### config.mk
export PLATFORM = sky130hd
export DESIGN_NAME = excl_access_monitor
export DESIGN_NICKNAME = d
export VERILOG_FILES = /design/src/rtl/excl_mon_pkg.sv /design/src/rtl/excl_rd_rules.sv /design/src/rtl/excl_record_table.sv /design/src/rtl/excl_wr_match.sv /design/src/rtl/excl_access_monitor.sv
export SDC_FILE = /design/constraint.sdc
export NUM_CORES = 1
export LEC_CHECK = 0
export BUFFER_PORTS_ARGS = -buffer_cell sky130_fd_sc_hd__buf_4
export CAP_MARGIN = 20
export CORE_UTILIZATION = 55
export DETAILED_ROUTE_END_ITERATION = 10
export PLACE_DENSITY = 0.74
export SLEW_MARGIN = 20
export SYNTH_ARGS = -nofsm -noshare
export SYNTH_HDL_FRONTEND = slang
export SYNTH_SLANG_ARGS = --single-unit
### constraint.sdc
create_clock -name clk -period 1.9 [get_ports clk]
set_input_delay 0.38 -clock clk [delete_from_list [all_inputs] [get_ports clk]]
set_output_delay 0.38 -clock clk [all_outputs]
set_load 0.02 [all_outputs]
### src/rtl/excl_mon_pkg.sv
package excl_mon_pkg;

  localparam int unsigned EXCL_MAX_BYTES = 128;
  localparam int unsigned EXCL_MAX_BEATS = 16;
  localparam int unsigned BYTE_CNT_W     = 16;

  typedef struct packed {
    logic modifiable;
    logic bytes_over;
    logic not_pow2;
    logic len_over;
  } rd_err_t;

  typedef struct packed {
    logic modifiable;
    logic no_read;
    logic addr_mm;
    logic burst_mm;
    logic cache_mm;
  } wr_err_t;

  // total bytes of a burst: beats times bytes per beat
  function automatic logic [BYTE_CNT_W-1:0] excl_bytes(input logic [7:0] len,
                                                       input logic [2:0] size);
    logic [BYTE_CNT_W-1:0] beats;
    beats = BYTE_CNT_W'(len) + BYTE_CNT_W'(1);
    return beats << size;
  endfunction

  function automatic logic is_pow2(input logic [BYTE_CNT_W-1:0] v);
    return (v != '0) && ((v & (v - BYTE_CNT_W'(1))) == '0);
  endfunction

endpackage

### src/rtl/excl_rd_rules.sv
module excl_rd_rules
  import excl_mon_pkg::*;
#(
  parameter int unsigned MAX_BYTES = EXCL_MAX_BYTES,
  parameter int unsigned MAX_BEATS = EXCL_MAX_BEATS
) (
  input  logic [7:0] len,
  input  logic [2:0] size,
  input  logic [3:0] cache,
  output rd_err_t    err
);
  localparam logic [BYTE_CNT_W-1:0] BYTES_LIM = BYTE_CNT_W'(MAX_BYTES);
  localparam logic [8:0]            BEATS_LIM = 9'(MAX_BEATS);

  logic [BYTE_CNT_W-1:0] total_bytes;
  logic [8:0]            beats;

  always_comb begin
    total_bytes    = excl_bytes(len, size);
    beats          = {1'b0, len} + 9'd1;
    err.modifiable = cache[1];
    err.bytes_over = total_bytes > BYTES_LIM;
    err.not_pow2   = !is_pow2(total_bytes);
    err.len_over   = beats > BEATS_LIM;
  end
endmodule

### src/rtl/excl_record_table.sv
module excl_record_table #(
  parameter int unsigned ID_W   = 4,
  parameter int unsigned ADDR_W = 32
) (
  input  logic              clk,
  input  logic              rst_n,
  input  logic              we,
  input  logic [ID_W-1:0]   w_id,
  input  logic [ADDR_W-1:0] w_addr,
  input  logic [1:0]        w_burst,
  input  logic [3:0]        w_cache,
  input  logic [ID_W-1:0]   r_id,
  output logic              r_hit,
  output logic [ADDR_W-1:0] r_addr,
  output logic [1:0]        r_burst,
  output logic [3:0]        r_cache
);
  localparam int unsigned DEPTH = 1 << ID_W;

  logic              valid_q [DEPTH];
  logic [ADDR_W-1:0] addr_q  [DEPTH];
  logic [1:0]        burst_q [DEPTH];
  logic [3:0]        cache_q [DEPTH];

  for (genvar g = 0; g < DEPTH; g++) begin : g_entry
    logic sel;
    assign sel = we && (w_id == ID_W'(g));

    always_ff @(posedge clk or negedge rst_n) begin
      if (!rst_n)   valid_q[g] <= 1'b0;
      else if (sel) valid_q[g] <= 1'b1;
    end

    always_ff @(posedge clk) begin
      if (sel) begin
        addr_q[g]  <= w_addr;
        burst_q[g] <= w_burst;
        cache_q[g] <= w_cache;
      end
    end
  end

  assign r_hit   = valid_q[r_id];
  assign r_addr  = addr_q[r_id];
  assign r_burst = burst_q[r_id];
  assign r_cache = cache_q[r_id];

  AST_RECORD_STORED: assert property (@(posedge clk) disable iff (!rst_n)
    we |=> valid_q[$past(w_id)]) else $error("record not kept");
  AST_RECORD_READBACK: assert property (@(posedge clk) disable iff (!rst_n)
    (we && r_id == w_id) |=> (!$stable(r_id) || (r_hit && r_addr == $past(w_addr))))
    else $error("record content lost");
endmodule

### src/rtl/excl_wr_match.sv
module excl_wr_match
  import excl_mon_pkg::*;
#(
  parameter int unsigned ADDR_W = 32
) (
  input  logic              hit,
  input  logic [ADDR_W-1:0] rec_addr,
  input  logic [1:0]        rec_burst,
  input  logic [3:0]        rec_cache,
  input  logic [ADDR_W-1:0] addr,
  input  logic [1:0]        burst,
  input  logic [3:0]        cache,
  output wr_err_t           err
);
  always_comb begin
    err.modifiable = cache[1];
    err.no_read    = !hit;
    err.addr_mm    = hit && (addr  != rec_addr);
    err.burst_mm   = hit && (burst != rec_burst);
    err.cache_mm   = hit && (cache != rec_cache);
  end
endmodule

### src/rtl/excl_access_monitor.sv
module excl_access_monitor
  import excl_mon_pkg::*;
#(
  parameter int unsigned ID_W   = 4,
  parameter int unsigned ADDR_W = 32
) (
  input  logic              clk,
  input  logic              rst_n,
  input  logic              ar_valid,
  input  logic              ar_ready,
  input  logic [ID_W-1:0]   ar_id,
  input  logic [ADDR_W-1:0] ar_addr,
  input  logic [7:0]        ar_len,
  input  logic [2:0]        ar_size,
  input  logic [1:0]        ar_burst,
  input  logic              ar_lock,
  input  logic [3:0]        ar_cache,
  input  logic              aw_valid,
  input  logic              aw_ready,
  input  logic [ID_W-1:0]   aw_id,
  input  logic [ADDR_W-1:0] aw_addr,
  input  logic [1:0]        aw_burst,
  input  logic              aw_lock,
  input  logic [3:0]        aw_cache,
  output logic              err_rd_modifiable,
  output logic              err_rd_bytes_over,
  output logic              err_rd_bytes_not_pow2,
  output logic              err_rd_len_over,
  output logic              err_wr_modifiable,
  output logic              err_wr_no_read,
  output logic              err_wr_addr_mismatch,
  output logic              err_wr_burst_mismatch,
  output logic              err_wr_cache_mismatch
);
  // named handshake events
  logic ex_rd_fire, ex_wr_fire;
  assign ex_rd_fire = ar_valid && ar_ready && ar_lock;
  assign ex_wr_fire = aw_valid && aw_ready && aw_lock;

  rd_err_t rd_err_c, rd_err_q;
  wr_err_t wr_err_c, wr_err_q;

  logic              rec_hit;
  logic [ADDR_W-1:0] rec_addr;
  logic [1:0]        rec_burst;
  logic [3:0]        rec_cache;

  excl_rd_rules u_rd_rules (
    .len   (ar_len),
    .size  (ar_size),
    .cache (ar_cache),
    .err   (rd_err_c)
  );

  excl_record_table #(.ID_W(ID_W), .ADDR_W(ADDR_W)) u_table (
    .clk     (clk),
    .rst_n   (rst_n),
    .we      (ex_rd_fire),
    .w_id    (ar_id),
    .w_addr  (ar_addr),
    .w_burst (ar_burst),
    .w_cache (ar_cache),
    .r_id    (aw_id),
    .r_hit   (rec_hit),
    .r_addr  (rec_addr),
    .r_burst (rec_burst),
    .r_cache (rec_cache)
  );

  excl_wr_match #(.ADDR_W(ADDR_W)) u_wr_match (
    .hit       (rec_hit),
    .rec_addr  (rec_addr),
    .rec_burst (rec_burst),
    .rec_cache (rec_cache),
    .addr      (aw_addr),
    .burst     (aw_burst),
    .cache     (aw_cache),
    .err       (wr_err_c)
  );

  always_ff @(posedge clk or negedge rst_n) begin
    if (!rst_n) begin
      rd_err_q <= '0;
      wr_err_q <= '0;
    end else begin
      rd_err_q <= ex_rd_fire ? rd_err_c : '0;
      wr_err_q <= ex_wr_fire ? wr_err_c : '0;
    end
  end

  assign err_rd_modifiable     = rd_err_q.modifiable;
  assign err_rd_bytes_over     = rd_err_q.bytes_over;
  assign err_rd_bytes_not_pow2 = rd_err_q.not_pow2;
  assign err_rd_len_over       = rd_err_q.len_over;
  assign err_wr_modifiable     = wr_err_q.modifiable;
  assign err_wr_no_read        = wr_err_q.no_read;
  assign err_wr_addr_mismatch  = wr_err_q.addr_mm;
  assign err_wr_burst_mismatch = wr_err_q.burst_mm;
  assign err_wr_cache_mismatch = wr_err_q.cache_mm;

  AST_RD_ERR_AFTER_FIRE: assert property (@(posedge clk) disable iff (!rst_n)
    (err_rd_modifiable || err_rd_bytes_over || err_rd_bytes_not_pow2 || err_rd_len_over)
      |-> $past(ar_valid && ar_ready && ar_lock)) else $error("stray read error");
  AST_WR_ERR_AFTER_FIRE: assert property (@(posedge clk) disable iff (!rst_n)
    (err_wr_modifiable || err_wr_no_read || err_wr_addr_mismatch ||
     err_wr_burst_mismatch || err_wr_cache_mismatch)
      |-> $past(aw_valid && aw_ready && aw_lock)) else $error("stray write error");
  AST_NO_READ_EXCLUSIVE: assert property (@(posedge clk) disable iff (!rst_n)
    err_wr_no_read |-> !(err_wr_addr_mismatch || err_wr_burst_mismatch || err_wr_cache_mismatch))
    else $error("match checked without record");
  AST_RD_MODIFIABLE: assert property (@(posedge clk) disable iff (!rst_n)
    err_rd_modifiable |-> $past(ar_cache[1])) else $error("bad modifiable flag");
  AST_WR_MODIFIABLE: assert property (@(posedge clk) disable iff (!rst_n)
    err_wr_modifiable |-> $past(aw_cache[1])) else $error("bad modifiable flag");
endmodule

* Yosys cells after proc, flatten, opt, wreduce, memory -nomap -nowiden
Memory sizes are Yosys's and may differ from the RTL's.
Index checks and enable logic that the tools add are counted.
** Cells by class
- Reductions and logical operators :: 74
- Multiplexer cells :: 172
- Order comparisons :: 3
- Bitwise operators :: 2
- Shifts and indexed selects :: 1
- Equal/unequal tests :: 18
- Add/sub/neg operators :: 3
** Operators by type and width (count)
- 32-bit two-way mux :: 15
- 32-bit OR reduction :: 15
- 4-bit two-way mux :: 61
- 1-bit two-way mux :: 79
- 4-bit OR reduction :: 15
- 4-bit == test (second input constant) :: 8
- 32-bit inequality test :: 1
- 2-bit two-way mux :: 15
- 2-bit OR reduction :: 15
- 1-bit logical AND :: 24
- 8-bit by 1-bit adder with 9-bit output (second input constant) :: 2
- 16-bit AND :: 1
- 4-bit by 3-bit == test with 1-bit output (second input constant) :: 4
- 16-bit by 8-bit greater-than comparator with 1-bit output (second input constant) :: 1
- 16-bit logical NOT :: 1
- 16-bit nonzero test :: 1
- 16-bit by 3-bit << shifter with 16-bit output :: 1
- 16-bit by 1-bit subtractor with 16-bit output (second input constant) :: 1
- 9-bit by 5-bit greater-than comparator with 1-bit output (second input constant) :: 1
- 4-bit by 2-bit == test with 1-bit output (second input constant) :: 2
- 5-bit greater-or-equal comparator (second input constant) :: 1
- 5-bit two-way mux :: 1
- 4-bit inverter with 5-bit output :: 1
- 1-bit binary-select mux with 4-bit select :: 1
- other kinds (5) :: 6
** Word-level totals
- Flip-flop bits (word level) :: 25
- Memories :: 3
- Logic and storage cells :: 301
- RAM bits :: 608
** Memories
- u_table.addr_q :: depth 16, width 32, rd ports 1, clocked after memory_dff 0, wr ports 1, RTL line excl_record_table.sv:21 : logic [ADDR_W-1:0] addr_q [DEPTH];
- u_table.cache_q :: depth 16, width 4, rd ports 1, clocked after memory_dff 0, wr ports 1, RTL line excl_record_table.sv:23 : logic [3:0] cache_q [DEPTH];
- u_table.burst_q :: depth 16, width 2, rd ports 1, clocked after memory_dff 0, wr ports 1, RTL line excl_record_table.sv:22 : logic [1:0] burst_q [DEPTH];

* Logic depth before layout (Yosys ltp)
Gate-level depths: netlist (run 1).
- Depth after elaboration :: 21
- Mapped depth :: 12
- Gate-level depth less buffers :: 10

* Hierarchy
Synthesis (run 1) repeated with hierarchy kept, for this count alone.
** Unflattened totals
- Cells, all modules :: 1197
- Area total of the unflattened synthesis :: 25067.8 um2
** Modules (own cells, without submodules)
- excl_record_table :: sequential area each 18657.9 um2, cells each 991, area an instance 23421.2 um2, instances 1
- excl_rd_rules :: sequential area each 0.0 um2, cells each 134, area an instance 910.9 um2, instances 1
- excl_wr_match :: sequential area each 0.0 um2, cells each 53, area an instance 425.4 um2, instances 1
- excl_access_monitor :: sequential area each 225.2 um2, cells each 19, area an instance 310.3 um2, instances 1

* Worst setup path before layout (run 1)
Ideal clock, no wire load.
- Kind :: in2reg
- Start point :: input ar_lock
- End point :: memory u_table.addr_q[0][0] (enable)
- Data required time :: 1.418 ns
- Arrival :: 3.550 ns
- Path slack :: -2.133 ns
- Path buffers :: 0
- Stages on the path :: 3
- Cells stage by stage :: nand3_1 -> or3_1 -> nor3_1
** Between the ends
- Elaborated cells between the ends (all ways) :: 94
- Those cells by class :: mux (62); reduce/logical (32)
** RTL lines
- from (decl) :: RTL line excl_access_monitor.sv:16 : input logic ar_lock,
- 1-bit logical AND :: RTL line excl_access_monitor.sv:37 : assign ex_rd_fire = ar_valid && ar_ready && ar_lock;
- 1-bit logical AND :: RTL line excl_record_table.sv:27 : assign sel = we && (w_id == ID_W'(g));
- net u_table.g_entry[0].sel :: RTL line excl_record_table.sv:26 : logic sel;
- 1-bit two-way mux :: RTL line excl_record_table.sv:35 : if (sel) begin
- 1-bit two-way mux (implied by the code) :: RTL line excl_record_table.sv:36 : addr_q[g] <= w_addr;
- 1-bit two-way mux (no line) (15 in a row)
- to (decl) :: RTL line excl_record_table.sv:21
The timed path passes the listed nets, and every way through them passes these cells.

* Worst setup path after layout (run 1)
- Start point :: memory u_table.addr_q[10][15]
- End point :: register wr_err_q, in the netlist err_wr_addr_mismatch
** Between the ends
- Longest elaborated chain between the ends :: 4
** RTL lines
- memory 16 x 32 bit
- 32-bit inequality test :: RTL line excl_wr_match.sv:18 : err.addr_mm = hit && (addr != rec_addr);
- 1-bit logical AND :: RTL line excl_wr_match.sv:18
- 5-bit two-way mux :: RTL line excl_access_monitor.sv:87 : wr_err_q <= ex_wr_fire ? wr_err_c : '0;
- to (signal assigned) :: RTL line excl_access_monitor.sv:87
- to (decl) :: RTL line excl_access_monitor.sv:41 : wr_err_t wr_err_c, wr_err_q;
No other way between the ends.
A chain may end at the register's enable or synchronous reset.

==> results of run 1 <==
-- kinds of logic after synthesis --
logic type / after synthesis / synth area share
AOI/OAI and AO/OA: 62 / 0.0187
adders and majority gates: 2 / 0.000994
xor gates and xnor gates: 46 / 0.0160
muxes: 201 / 0.175
buffers and inverters: 63 / 0.0122
and+or+nand+nor: 123 / 0.0269
DFF: 633 / 0.750
-- timing repair --
action | in CTS | in global routing
endpoints found under the hold margin | 25 | 0
cloned | 0 | 2
endpoints found under the setup margin | 4 | 4
hold buffers | 1 | 0
setup buffers | 11 | 10
resized for setup | 23 | 23
pin swaps | 6 | 11
-- synthesized netlist by cell type, types with 3 or more instances --
library cell	instances	area share
edfxtp_1	608	0.73
mux4_2	192	0.17
xnor2_1	42	0.015
nor2_1	26	0.0039
dfrtp_1	25	0.025
buf_2	23	0.0046
clkbuf_1	22	0.0033
nand2_1	18	0.0027
or2_2	16	0.0040
nand4_1	12	0.0030
o21ai_0	11	0.0022
a21oi_1	10	0.0020
nand3_1	9	0.0018
mux2i_1	8	0.0032
inv_1	7	0.0010
nor2b_1	7	0.0017
a211oi_1	5	0.0015
a31oi_1	5	0.0012
buf_4	5	0.0015
nand2b_1	5	0.0012
nor3_1	5	0.00099
and2_1	4	0.00099
o22ai_1	4	0.00099
xor2_1	4	0.0014
and3_1	3	0.00075
buf_1	3	0.00045
buf_6	3	0.0013
o211ai_1	3	0.00089
-- routing by layer --
metal  wire [µm]  vias up  global-route usage
met1       22600     6854               0.350
met3        4370      114              0.0420
met4        1770        0              0.0833
met2       31000      622               0.438
met5           0        -                   0
li1            -     5383                   -
-- power groups by stage --
stage | sequential [mW] | clock (mW) | combinational (mW)
2_1_floorplan | 15.8 | 0 | 1.20
3_3_place_gp | 15.8 | 0 | 2.04
3_5_place_dp | 15.8 | 0 | 2.08
4_1_cts | 15.5 | 12.8 | 2.17
5_1_grt | 15.5 | 13.3 | 2.38
6_report | 15.5 | 12.6 | 2.24
-- worst paths after layout --
check	endpoint	slack [ns]
worst min-delay path	u_table.addr_q[9][20]$_DFFE_PP_	0.04
worst max register to register	err_wr_addr_mismatch$_DFF_PN0_	-0.64
max in group asynchronous	err_wr_addr_mismatch$_DFF_PN0_	1.34
worst min register to register	u_table.valid_q[4]$_DFFE_PN0P_	0.46
min in group asynchronous	err_rd_modifiable$_DFF_PN0_	0.26
worst max-delay path	err_wr_addr_mismatch$_DFF_PN0_	-0.64
-- flip-flops by register name, summed over array words and instances (netlist names) --
name                   count
err_wr_addr_mismatch       1
err_rd_bytes_over          1
err_wr_no_read             1
err_wr_burst_mismatch      1
u_table.valid_q           16
u_table.cache_q           64
err_rd_bytes_not_pow2      1
err_rd_len_over            1
err_wr_cache_mismatch      1
err_rd_modifiable          1
u_table.burst_q           32
u_table.addr_q           512
err_wr_modifiable          1
-- layout make-up --
| cell class | count | area share |
|---|---|---|
| multi-input cells | 434 | 0.203 |
| inverters | 7 | 0.000842 |
| diodes | 2 | 0.000160 |
| clock buffers | 69 | 0.0498 |
| repair buffers | 295 | 0.0997 |
| clock inverters | 41 | 0.0172 |
| flip-flops and latches | 633 | 0.605 |
| well taps | 600 | 0.0240 |
-- per-stage QoR --
stage	setup slack (ns)	cell area (µm²)	std cells	hold WS, ns
final	-0.637	31200	2081	0.0397
after CTS	-0.666	31000	2068	0.0109
after floorplan	-0.494	25600	1130	0.0844
after global routing	-0.781	31200	2080	0.0263
after detailed placement	-1.24	28600	1946	0.350
after global placement	-1.22	28600	1946	0.342
==> flow_summary.toml, run 1 <==
[status]
status = "finished, violations left"
violations = "negative setup slack"

[yosys]
syn_nets = 1235
syn_area_per_cell_um2 = 22.3
synth_cells = 1130
ys_ff_latch = 633
yosysWarningCount = 0
synth_cell_types = 63
async_flop_share = 0.0395
synth-seq-area-share = 0.750
synth_edf_count = 608
synth_ff_type = "edfxtp_1"
syn-cell-area_mm2 = 0.0252

[pwr]
power.total_mw = 30.4
p_clk_frac = 0.416
p_sw_mw = 6.14
p_per_area_mw_per_mm2 = 973
seqPwrFrac = 0.510
internal-power_mw = 24.2
comb_power_share = 0.074
swShare = 0.202
vdd.ir_drop.worst_mv = 0.821
power.leakage_nw = 10.4

[final_layout]
final_cell_mix = "edfxtp_1, buf_4, mux4_2"
drive_gt1_frac = 0.442
multiInputGateArea_mm2 = 0.00635
final_common_cell = "edfxtp_1"
seqCellArea_mm2 = 0.0189
area_delta_synth_final_pct = 24.0
post-route-util = 0.689
fill_cells = 2720
final_nets = 1535

[min_path]
hold_path.class = "in -> reg"
hold_depth = 1
hold_start = "ar_addr[20]"

[setup_path]
path_common_cell = "mux4_2"
r2r_start = "u_table.addr_q[10][15]$_DFFE_PP_"
critPathLaunchType = "register"
cp.depth = 7
cp_top_family = "multiplexers"
cp_slowest_cell = "mux4_2"
worstSetupPathType = "reg -> reg"
crit_path_cell_trace = "mux4_2, mux4_2, xnor2_1, nand4_1, nor4_4, buf_4, a31oi_1"
worstSetupEndpointType = "register"
ff2ff_path_depth = 7
cp_slowest_stage_delay_ns = 0.48
cp.required_ns = 2.38
crit_buf_inv = 1
crit_fanout = 1
crit_start = "u_table.addr_q[10][15]$_DFFE_PP_"
cp.arrival_ns = 3.02

[timing]
setup_viol = 4
hold_viol = 0
skew_ns = 0.0227
rsz0062_at_grt = "true"
worst_slew_pin_slew_ns = 0.588
drv_slew = 0
max_slew_margin = 0.608
setup_ws_ns = -0.637
finalCritPeriodShare = 1.34
fin_setup_tns_ns = -0.857
fin_crit_ns = 2.54
timing.fmax_ghz = 0.394

[clock_tree]
tritoncts = "built"
clock_latency_ns = 0.63
htreeDepth = 2
path_clk_slew_ns = 0.06
clkSinkCount = 633
cts_buffer_depth = 3
cts_inserted_buffers = 59
cts-root-buf = "clkbuf_16"

[run]
cap_viol_max_count = 0

[floorplanning]
chipHeight_um = 216
start_util = 0.556
fp-row-count = 78
ios = 112
die-area_mm2 = 0.0466
die_x_um = 216
core_mm2 = 0.0453

[global_routing]
grt_pass1_vias = 13600
grt_overflow = 0
track_usage = 0.260
grt_pass1_wl_um = 86700
grt_start_max_net_pins = 40
antenna_found_initial = 3

[routing]
viasPerCell = 6.23
drt_iter0_drc = 1346
drcViolationCount = 0
ant_nets = 0
first_pass_iters = 5
totalWireLength_um = 59700
vias = 13000
wl_per_cell_um = 28.7

[placement]
dp_hpwl_um = 34600
gp_congestion = 0.869
portBuffers = 111
(Power assumes the default switching activity.)
==> inputs of run 2 (changes only) <==
- CORE_MARGIN: unset -> 2
==> run 2 against run 1 <==
  * The run still ends with negative setup slack left
  * Worst hold slack improved by 0.012 ns
  * First-iteration DRC count rose by 5.3%
  * Fmax increased by 1.7%
  * Flip-flop and latch count stayed put
  * Design area down 1.3%
  * Combinational power fell by 2%
  * Global-route usage is essentially flat
  * Largest power group unchanged
  * Highest routed layer is now met5
==> flow_summary.toml, run 2 (same netlist as run 1, synthesis figures left out) <==
[pwr]
power.leakage_nw = 10.2
p_per_area_mw_per_mm2 = 961
vdd.ir_drop.worst_mv = 0.584

[placement]
dpl_cell_area_mm2 = 0.0284
portBuffers = 111
gp_congestion = 0.833
dp_hpwl_um = 34000
place_inst = 1925
pre_cts_ws_ns = -1.23

[global_routing]
grt_overflow = 0
antenna_found_initial = 2
track_usage = 0.260
grt_pass1_vias = 13600
grt_pass1_wl_um = 88400
grt_start_max_net_pins = 40

[final_layout]
antenna_cells = 0
drive_gt1_frac = 0.432
largest_register_ffs = 512
final_nets = 1500
area_delta_synth_final_pct = 22.4
post-route-util = 0.681
final_common_cell = "edfxtp_1"
final_cell_mix = "edfxtp_1, buf_4, mux4_2"
reg_top3 = "u_table.addr_q (512), u_table.cache_q (64), u_table.burst_q (32)"
finalInstanceArea_mm2 = 0.0308
top_register = "u_table.addr_q"
layoutNonFillerInstCount = 2044

[routing]
drt_iter0_drc = 1417
wl_per_cell_um = 29.3
ant_nets = 0
vias = 13000
first_pass_iters = 5
totalWireLength_um = 59900
viasPerCell = 6.34
drcViolationCount = 0

[floorplanning]
fp-row-count = 78
start_util = 0.556
core_mm2 = 0.0453
ios = 112
die-area_mm2 = 0.0475
die_x_um = 218
chipHeight_um = 218

[timing]
finalCritPeriodShare = 1.31
hold_viol = 0
worst_slew_pin_slew_ns = 0.454
setup_viol = 3
rsz0062_at_grt = "true"
drv_slew = 0
fin_crit_ns = 2.49
max_slew_margin = 0.698
holdWs_ns = 0.0514
skew_ns = 0.0151
timing.fmax_ghz = 0.401
setup_ws_ns = -0.593

[setup_path]
cp_top_family = "multiplexers"
crit_buf_inv = 0
worstSetupPathType = "reg -> reg"
worstSetupEndpointType = "register"
path_common_cell = "mux4_2"
crit_path_cell_trace = "mux4_2, mux4_2, xnor2_1, nand4_1, nor4_4, a31oi_1"
cp.arrival_ns = 2.98
rrSetupSlack_ns = -0.59
critPathLaunchType = "register"
crit_fanout = 1
cp_slowest_stage_delay_ns = 0.53
cp_slowest_cell = "mux4_2"
cp.required_ns = 2.39

[clock_tree]
clock_latency_ns = 0.62
path_clk_slew_ns = 0.06
htreeDepth = 2
clkSinkCount = 633
tritoncts = "built"
cts_inserted_buffers = 58
cts-root-buf = "clkbuf_16"
cts_buffer_depth = 3

[run]
cap_viol_max_count = 0

[min_path]
hold_path.class = "in -> reg"

[status]
violations = "negative setup slack"
status = "finished, violations left"
[run 2: changes by cell type in the layout (fill, tap and decap cells not counted), moves of 3 or more]
cell,change
buf_12,-12
clkinv_1,-4
o21ai_1,+4
buf_16,+7
bufinv_16,-7
clkbuf_8,+5
clkbuf_1,+3
xnor2_2,+4
o21ai_2,-3
buf_4,-24
xnor2_1,-4
[run 2: metal layers]
| layer | wire, µm | track usage | vias up |
|---|---|---|---|
| met5 | 31 | 0 | - |
| met2 | 30800 | 0.430 | 689 |
| li1 | - | - | 5314 |
| met3 | 4920 | 0.0490 | 109 |
| met1 | 22700 | 0.355 | 6842 |
| met4 | 1490 | 0.0816 | 4 |
[run 2: worst reg2reg max path, cell delays in order, from the launching register on]
cell	delay, ns
edfxtp_1	0.41
mux4_2	0.53
mux4_2	0.51
xnor2_1	0.15
nand4_1	0.28
nor4_4	0.36
a31oi_1	0.13
[run 2: report_power, final]
group,switching (mW),internal (mW)
registers,0.0630,15.4
clock network,4.99,6.93
logic,1.05,1.13
total,6.11,23.5
[run 2: repair_timing]
item	CTS	global route
resized for setup	39	18
cloned	3	0
pin swaps	11	13
hold buffers	1	0
buffers inserted	5	2
endpoints found under the hold margin	25	0
endpoints found under the setup margin	4	4
[run 2: metrics by stage]
stage	total power, mW	TNS, ns
after floorplan	17.0	-54.32
after global placement	17.8	-4.96
after detailed placement	17.8	-5.17
after CTS	29.7	-0.623
after global routing	30.4	-0.879
final	29.6	-0.713
[run 2: final timing paths]
check | start | endpoint | cells after the start
worst min register to register | u_table.valid_q[6]$_DFFE_PN0P_ | u_table.valid_q[6]$_DFFE_PN0P_ | 1
max in group asynchronous | rst_n | err_rd_bytes_not_pow2$_DFF_PN0_ | 2
min in group asynchronous | rst_n | err_wr_burst_mismatch$_DFF_PN0_ | 2
worst min-delay path | aw_burst[1] | err_wr_burst_mismatch$_DFF_PN0_ | 3
worst max-delay path | u_table.addr_q[10][13]$_DFFE_PP_ | err_wr_addr_mismatch$_DFF_PN0_ | 6
worst max register to register | u_table.addr_q[10][13]$_DFFE_PP_ | err_wr_addr_mismatch$_DFF_PN0_ | 6
[run 2: final cells by class]
| type | count | area [µm²] |
|---|---|---|
| clock buffer | 78 | 1660 |
| clock inverter | 31 | 307 |
| fill | 2781 | 14500 |
| inverter | 7 | 26.3 |
| multi-input combinational | 434 | 6390 |
| sequential | 633 | 18900 |
| tap | 600 | 751 |
| timing repair buffer | 261 | 2800 |
==> inputs of run 3 (changes only) <==
- PLACE_DENSITY: 0.74 -> 0.71
- clock period: 1.9 -> 3.2 ns (I/O delays scaled with it)
==> run 3 against run 2 <==
  * The run now ends clean
  * Routed wire length shrank 9.4%
  * Cell count decreased by 3.9%
  * Combinational power is 49% lower
  * Clock skew shrank 0.0068 ns
  * Register-to-register slack better by 1.3 ns
  * Non-clock buffer count fell by 82
  * Clock power fell by 42%
  * Via count is 5.8% lower
  * Sequential power fell by 41%
==> flow_summary.toml, run 3 (same netlist as run 1, synthesis figures left out) <==
[clock_tree]
clkSinkCount = 633
clock_latency_ns = 0.61
cts-root-buf = "clkbuf_16"
htreeDepth = 2
cts_inserted_buffers = 60
path_clk_slew_ns = 0.06
tritoncts = "built"
cts_buffer_depth = 3
post-cts-setup-buffers = 0

[final_layout]
drive_gt1_frac = 0.369
area_delta_synth_final_pct = 16.2
largest_register_ffs = 512
finalInstanceArea_mm2 = 0.0292
fill_cells = 2976
final_common_cell = "edfxtp_1"
final_cell_mix = "edfxtp_1, mux4_2, buf_4"
final_nets = 1420
top_register = "u_table.addr_q"
reg_top3 = "u_table.addr_q (512), u_table.cache_q (64), u_table.burst_q (32)"
post-route-util = 0.646

[routing]
drt_iter0_drc = 1341
totalWireLength_um = 54300
wl_per_cell_um = 27.6
vias = 12200
drcViolationCount = 0
viasPerCell = 6.21
first_pass_iters = 5
ant_nets = 0

[setup_path]
r2r_start = "u_table.addr_q[15][24]$_DFFE_PP_"
path_common_cell = "mux4_2"
cp_slowest_cell = "mux4_2"
critPathLaunchType = "input port"
cp.required_ns = 3.68
crit_buf_inv = 2
worstSetupEndpointType = "register"
worstSetupPathType = "in -> reg"
cp_slowest_stage_delay_ns = 0.56
cp.arrival_ns = 3.18
crit_start = "aw_id[0]"
crit_fanout = 42
crit_path_cell_trace = "buf_8, buf_12, mux4_2, mux4_2, xnor2_1, nand4_1, nor2_1, a31oi_1"
cp_top_family = "multiplexers"

[global_routing]
antenna_found_initial = 5
grt_overflow = 0
track_usage = 0.235
grt_pass1_vias = 12700
grt_pass1_wl_um = 80600
grt_start_max_net_pins = 43

[floorplanning]
die-area_mm2 = 0.0475
start_util = 0.556
ios = 112
fp-row-count = 78
core_mm2 = 0.0453
chipHeight_um = 218
die_x_um = 218

[timing]
worst_slew_pin_slew_ns = 0.621
rsz0062_at_grt = "false"
setup_viol = 0
finalCritPeriodShare = 0.846
hold_viol = 0
skew_ns = 0.00828
timing.fmax_ghz = 0.369
max_slew_margin = 0.586
fin_crit_ns = 2.71
drv_slew = 0

[min_path]
hold_path.class = "in -> reg"
hold_start = "aw_cache[1]"

[pwr]
vdd.ir_drop.worst_mv = 0.432
power.leakage_nw = 9.51
p_per_area_mw_per_mm2 = 589

[run]
cap_viol_max_count = 0

[status]
status = "complete, no violations"

[placement]
dp_hpwl_um = 30800
gp_congestion = 0.809
dpl_cell_area_mm2 = 0.0273
portBuffers = 111
[run 3: cell count changes in the layout (fill, tap and decap cells not counted), moves of 5 or more]
cell | previous run | this run
o21ai_0 | 6 | 11
buf_16 | 9 | 0
xnor2_1 | 31 | 42
buf_12 | 50 | 15
xnor2_2 | 11 | 0
buf_4 | 195 | 162
[run 3: worst paths after layout]
| kind | slack (ns) | cells past startpoint | end |
|---|---|---|---|
| min | 0.27 | 3 | err_wr_modifiable$_DFF_PN0_ |
| max reg2reg | 0.68 | 7 | err_wr_addr_mismatch$_DFF_PN0_ |
| max | 0.49 | 8 | err_wr_addr_mismatch$_DFF_PN0_ |
| max in group asynchronous | 2.36 | 2 | err_wr_modifiable$_DFF_PN0_ |
| min reg2reg | 0.47 | 1 | u_table.valid_q[9]$_DFFE_PN0P_ |
| min in group asynchronous | 0.50 | 2 | err_rd_len_over$_DFF_PN0_ |
[run 3: routing by layer]
| layer | routed length (µm) | vias to the layer above | GRT usage |
|---|---|---|---|
| met5 | 23 | - | 0 |
| met4 | 1050 | 4 | 0.0569 |
| met3 | 4620 | 78 | 0.0432 |
| met2 | 26600 | 532 | 0.375 |
| met1 | 22000 | 6456 | 0.344 |
| li1 | - | 5141 | - |
[run 3: through the flow]
| stage | setup slack [ns] | setup TNS, ns | hold WS (ns) | instances | total power [mW] |
|---|---|---|---|---|---|
| after floorplan | -0.0620 | -7.07 | 0.344 | 1130 | 10.0 |
| after global placement | -0.0687 | -0.0687 | 0.446 | 1852 | 10.5 |
| after detailed placement | -0.126 | -0.126 | 0.453 | 1852 | 10.5 |
| after CTS | 0.498 | 0 | 0.232 | 1964 | 17.3 |
| after global routing | 0.379 | 0 | 0.251 | 1965 | 17.7 |
| final | 0.492 | 0 | 0.266 | 1965 | 17.2 |
[run 3: cell type report]
class	count	area [µm²]	share of cell area
tap	600	751	0.0257
clock buffer	79	1630	0.0559
inverter	7	26.3	0.000898
sequential	633	18900	0.646
multi-input combinational	434	6130	0.209
timing repair buffer	179	1540	0.0527
antenna	1	2.50	0.0000856
clock inverter	32	284	0.00971
[run 3: what timing repair did]
| item | 4_1_cts | 5_1_grt |
|---|---|---|
| gates resized for setup | 0 | 0 |
| endpoints found under the hold margin | 25 | 0 |
| hold buffers | 1 | 0 |
[run 3: tightest hold or removal path, cell delays in order]
cell and delay (ns):
buf_4 0.12, inv_1 0.04, nor2_1 0.03
[run 3: power by group]
group	internal [mW]	switching, mW	total [mW]
sequential	9.17	0.0328	9.21
clock	3.98	2.94	6.91
combinational	0.549	0.557	1.11
